===== src/rtl/rtc_irq_pkg.sv =====
package rtc_irq_pkg;
  localparam int STAT_W  = 8;
  localparam int NUM_SRC = 3;
  // source order inside the flag vector
  localparam int SRC_UPD = 0;
  localparam int SRC_ALM = 1;
  localparam int SRC_PER = 2;
  // bit positions in the status byte; host software decodes these
  localparam int BIT_SUM = 7;
  localparam int BIT_LO  = 4;  // flags occupy BIT_LO .. BIT_LO+NUM_SRC-1
  // which sources are level inputs that need an edge detector
  localparam logic [NUM_SRC-1:0] EDGE_SRC = 3'b100;
endpackage


===== src/rtl/rtc_flag_cell.sv =====
module rtc_flag_cell #(
  parameter bit EDGE = 1'b0
) (
  input  logic clk,
  input  logic rst_n,
  input  logic ev_in,
  input  logic clr,
  output logic flag
);
  logic hit;

  generate
    if (EDGE) begin : g_edge
      logic ev_q;
      always_ff @(posedge clk) ev_q <= ev_in;
      assign hit = ev_in & ~ev_q;
    end else begin : g_level
      assign hit = ev_in;
    end
  endgenerate

  // a new event wins over a clear in the same cycle
  always_ff @(posedge clk or negedge rst_n) begin
    if (!rst_n) flag <= 1'b0;
    else        flag <= (flag & ~clr) | hit;
  end
endmodule


===== src/rtl/rtc_irq_summary.sv =====
module rtc_irq_summary #(
  parameter int N = 3
) (
  input  logic [N-1:0] flags,
  input  logic [N-1:0] enables,
  output logic         sum
);
  assign sum = |(flags & enables);
endmodule


===== src/rtl/rtc_irq_status.sv =====
module rtc_irq_status
  import rtc_irq_pkg::*;
(
  input  logic              clk,
  input  logic              rst_n,
  input  logic              tap_level,
  input  logic              alarm_hit,
  input  logic              update_done,
  input  logic              en_periodic,
  input  logic              en_alarm,
  input  logic              en_update,
  input  logic              rd_stb,
  output logic [STAT_W-1:0] rd_data,
  output logic              irq_n
);
  logic [NUM_SRC-1:0] ev_vec, en_vec, flag_vec;
  logic               sum_bit;

  always_comb begin
    ev_vec          = '0;
    ev_vec[SRC_PER] = tap_level;
    ev_vec[SRC_ALM] = alarm_hit;
    ev_vec[SRC_UPD] = update_done;
    en_vec          = '0;
    en_vec[SRC_PER] = en_periodic;
    en_vec[SRC_ALM] = en_alarm;
    en_vec[SRC_UPD] = en_update;
  end

  generate
    for (genvar i = 0; i < NUM_SRC; i++) begin : g_src
      rtc_flag_cell #(.EDGE(EDGE_SRC[i])) u_cell (
        .clk  (clk),
        .rst_n(rst_n),
        .ev_in(ev_vec[i]),
        .clr  (rd_stb),
        .flag (flag_vec[i])
      );
    end
  endgenerate

  rtc_irq_summary #(.N(NUM_SRC)) u_sum (
    .flags  (flag_vec),
    .enables(en_vec),
    .sum    (sum_bit)
  );

  always_comb begin
    rd_data                            = '0;
    rd_data[BIT_SUM]                   = sum_bit;
    rd_data[BIT_LO +: NUM_SRC]         = flag_vec;
  end

  assign irq_n = ~sum_bit;
endmodule


===== config.mk =====
export PLATFORM = sky130hd
export DESIGN_NAME = rtc_irq_status
export DESIGN_NICKNAME = d
export VERILOG_FILES = /design/src/rtl/rtc_irq_pkg.sv /design/src/rtl/rtc_flag_cell.sv /design/src/rtl/rtc_irq_summary.sv /design/src/rtl/rtc_irq_status.sv
export SDC_FILE = /design/constraint.sdc
export NUM_CORES = 1
export LEC_CHECK = 0
export BUFFER_PORTS_ARGS = -buffer_cell sky130_fd_sc_hd__buf_2
export CAP_MARGIN = 20
export CORE_AREA = 2 2 39 41
export DETAILED_ROUTE_END_ITERATION = 12
export DIE_AREA = 0 0 41 43
export HOLD_SLACK_MARGIN = 0.05
export RECOVER_POWER = 25
export SYNTH_ARGS = -nofsm -noshare
export SYNTH_HDL_FRONTEND = slang
export SYNTH_SLANG_ARGS = --single-unit
export TNS_END_PERCENT = 30

===== constraint.sdc =====
create_clock -name clk -period 1.04 [get_ports clk]
set_input_delay 0 -clock clk [delete_from_list [all_inputs] [get_ports clk]]
set_output_delay 0 -clock clk [all_outputs]
set_load 0.01 [all_outputs]

## Word-level counts from Yosys, hierarchy flattened

Index checks and enable logic that the tools add are counted.

- Logic and storage cells: 16
- Flip-flop bits (word level): 4
- Input port bits: 9
- Output and inout bits: 9

- Reductions and logical operators: 1
- Bitwise gates (word level): 11

Operators by type and width:

| cell | count |
|---|---|
| $and A1 B1 Y1 | 4 |
| $and A3 B3 Y3 | 1 |
| $not A1 Y1 | 3 |
| $or A1 B1 Y1 | 3 |
| $reduce_or A3 Y1 | 1 |

## Depth between registers and ports, before layout

- Depth after elaboration: 3
- Mapped depth: 3
- Gate-level depth less buffers: 2

## Cells and area by module

From an unflattened synthesis, not the netlist that was laid out.

- Cell total of the unflattened synthesis: 20
- Area total of the unflattened synthesis: 196.4 µm²

By module, submodules not included:

| module | cells an instance | area each (µm²) | times used | sequential area each (µm²) |
|---|---|---|---|---|
| rtc_flag_cell at g_src[0].u_cell ... | 3 | 36.3 | 2 | 25.0 |
| rtc_flag_cell at g_src[2].u_cell | 5 | 65.1 | 1 | 45.0 |
| rtc_irq_status | 7 | 45.0 | 1 | 0.0 |
| rtc_irq_summary | 2 | 13.8 | 1 | 0.0 |

## Worst setup path before layout

Ideal clock, no wire load.

- Kind: register -> output
- Start: register g_src[1].u_cell.flag
- End: output rd_data[7]
- Data required time: 1.040 ns
- Arrival time: 1.108 ns
- Setup slack: -0.068 ns
- Stages on the path, launching flop included: 4
- Path buffers: 1
- Cell sequence: dfrtp_1 -> a222oi_1 -> inv_1 -> buf_4

- Longest elaborated chain between the ends: 2

Ends and longest elaborated chain:

| what | line | RTL |
|---|---|---|
| start: declaration | rtc_flag_cell.sv:8 | `output logic flag` |
| start signal: assignment | rtc_flag_cell.sv:25 | `else flag <= (flag & ~clr) \| hit;` |
| $and A3 B3 Y3 | rtc_irq_summary.sv:8 | `assign sum = \|(flags & enables);` |
| $reduce_or A3 Y1 | rtc_irq_summary.sv:8 |  |
| end: declaration | rtc_irq_status.sv:13 | `output logic [STAT_W-1:0] rd_data,` |

Every way passes these cells.

## Worst setup path after layout

Same ends and word-level chain as after synthesis.

==> impl_metrics.py <==
metrics = {
    "layout": {
        "fill_cells": 162,
        "final-seq-area_um2": 95.1,
        "layout_common_cells": "12 x buf_2, 4 x conb_1, 4 x dlygate4sd3_1",
        "fin_util_pct": 23.1,
        "layout-drive-gt1-share_pct": 44.7,
        "layout_commonest_cell": "buf_2",
        "multi_input_area_um2": 48.8,
        "diodes": 0,
        "syn_to_final_growth_pct": 57.1,
        "nNetsFinal": 48,
    },
    "global_route": {
        "grt_pass1_vias": 149,
        "overflow": 0,
        "grt_antenna_before_repair": 0,
        "met2_usage_pct": 5.63,
        "grt.total_usage_pct": 5.65,
        "grt_max_degree": 4,
        "top_usage_layer": "met1",
        "grt_pass1_wl_um": 586,
        "met3_usage_pct": 4.71,
        "met1_usage_pct": 6.54,
    },
    "clock_tree": {
        "cts_root_buffer": "clkbuf_4",
        "cts_buffers": 3,
        "clock_sinks": 4,
        "ctsResizeCount": 0,
        "cts_tree": "built",
        "path_clk_slew_ns": 0.04,
        "insertion_delay_ns": 0.23,
        "htree_levels": 1,
        "clockBufferDepth": 2,
    },
    "critical_path": {
        "start_kind": "flip-flop",
        "crit_path_cell_trace": "a222oi_1 > inv_1 > buf_2",
        "cp_top_family": "flip-flops",
        "critical_path_depth": 3,
        "critPathArrivalTime_ns": 1.17,
        "cp.required_ns": 1.04,
        "critical_path_class": "flip-flop to output port",
        "max_stage_delay_ns": 0.38,
        "reg2regPathDepth": 2,
        "crit_buf_inv": 2,
        "slowest_stage": "dfrtp_1",
        "r2r_slack_ns": 0.20,
        "crit_path_end_kind": "output port",
        "critPathMaxFanout": 2,
    },
    "worst_hold_path": {
        "hold_depth": 3,
        "min_path_type": "primary input to flip-flop",
    },
    "floorplan": {
        "pin_count": 18,
        "core.rowCount": 14,
        "die_h_um": 43,
        "die-area_mm2": 0.00176,
        "die_x_um": 41,
        "start_util_pct": 14.7,
        "fp.coreArea_mm2": 0.00138,
    },
    "timing": {
        "fin_crit_sh_pct": 113,
        "hold_viol": 0,
        "drv_slew": 0,
        "fmaxAchievable_mhz": 852,
        "finalCriticalPeriod_ns": 1.17,
        "finClkSkew_ns": 0.0000195,
        "setup_ws_ns": -0.133,
        "rsz0062_at_grt": "yes",
        "setup_viol": 2,
    },
    "synthesis": {
        "netlist-cell-type-count": 8,
        "synth.yosys.seq_area_share_pct": 46.6,
        "syn_area_um2": 204,
        "avgSynthCellArea_um2": 10.2,
        "ys_warn_count": 0,
        "synth_seq_cells": 4,
        "syn_inst": 20,
    },
    "drt": {
        "drt_iter0_drc": 7,
        "dr.pass1.iters": 4,
        "num_vias": 180,
        "avgRoutedWirePerCell_um": 7.50,
        "via_per_inst": 3.33,
        "drt-total-wl_um": 405,
        "drc": 0,
        "drtAntennaViolNets": 0,
    },
    "outcome": {
        "violations": "negative setup slack",
        "outcome": "finished with violations",
    },
    "placement": {
        "gp_congestion": 0.567,
        "port_buffers": 13,
    },
    "pwr": {
        "finalPower_mw": 0.472,
        "p_leak_nw": 0.176,
        "irDropWorstVdd_mv": 0.676,
        "power_density_mw_per_mm2": 1470,
    },
    "job": {
        "cap_viol_max_count": 0,
    },
}
cell usage after synthesis, drive strengths merged:
cell,n,area [µm²]
buf,8,60.1
dfrtp,3,75.1
inv,3,11.3
a21o,2,15.0
a222oi,1,10.0
a22o,1,8.76
conb,1,3.75
dfxtp,1,20.0
per-stage QoR:
stage / TNS (ns) / std cells / cell area, µm² / setup slack (ns) / hold WS (ns)
final: -0.261 / 54 / 320 / -0.133 / 0.0863
after global routing: -0.464 / 54 / 320 / -0.251 / 0.106
after CTS: -0.331 / 53 / 314 / -0.169 / 0.0814
after detailed placement: 0 / 44 / 240 / 0.0882 / -0.203
after global placement: 0 / 44 / 240 / 0.122 / -0.203
after floorplan: -0.0679 / 23 / 215 / -0.0679 / -0.296
metal layers:
metal | part of all wire, % | routed length, µm
met1 | 39 | 159
met2 | 44 | 180
met3 | 16 | 65
met4 | 0 | 0
met5 | 0 | 0
where the power goes:
part	switching, mW	leakage [nW]	total, mW	internal (mW)
Sequential	0.00670	0.0421	0.173	0.167
Combinational	0.0366	0.119	0.0835	0.0469
Clock	0.0702	0.0150	0.215	0.144
state kept, by name, indices dropped and copies added (netlist names):
name / flops
g_src.u_cell.g_edge.ev_q: 1
g_src.u_cell.flag: 3
final timing paths:
| check | start | endpoint |
|---|---|---|
| max | g_src[1].u_cell.flag | rd_data[7] |
| min | rd_stb | g_src[1].u_cell.flag |
| max reg2reg | g_src[2].u_cell.flag | g_src[2].u_cell.flag |
| min reg2reg | g_src[2].u_cell.g_edge.ev_q | g_src[2].u_cell.flag |
| max in group asynchronous | rst_n | g_src[2].u_cell.flag |
| min in group asynchronous | rst_n | g_src[0].u_cell.flag |
timing repair:
item                                   4_1_cts  5_1_grt
setup endpoints to repair                    2        2
hold buffers                                 4        0
endpoints found under the hold margin        7        0
pin swaps                                    1        1
setup buffers                                1        1
worst register-to-register path: stages, from the launching register on:
cell and delay (ns):
dfrtp_1 0.38, buf_4 0.14, a22o_1 0.21
logic make-up (layout without fill, tap and decap cells):
logic type             Yosys count  after routing  synth area share, %
flip-flops                       4              4                 46.6
other                            1              4                 1.84
AO/OA/AOI/OAI                    4              4                 16.6
buffers and inverters           11             26                 35.0
area by class of cell:
cell class	instances	share of cell area, %
Inverter	3	3.52
Multi-Input combinational cell	8	15.2
Tap cell	16	6.25
Clock buffer	4	8.20
Sequential cell	4	29.7
Timing Repair Buffer	19	37.1
Note: power is estimated with default switching activity, not from simulation.
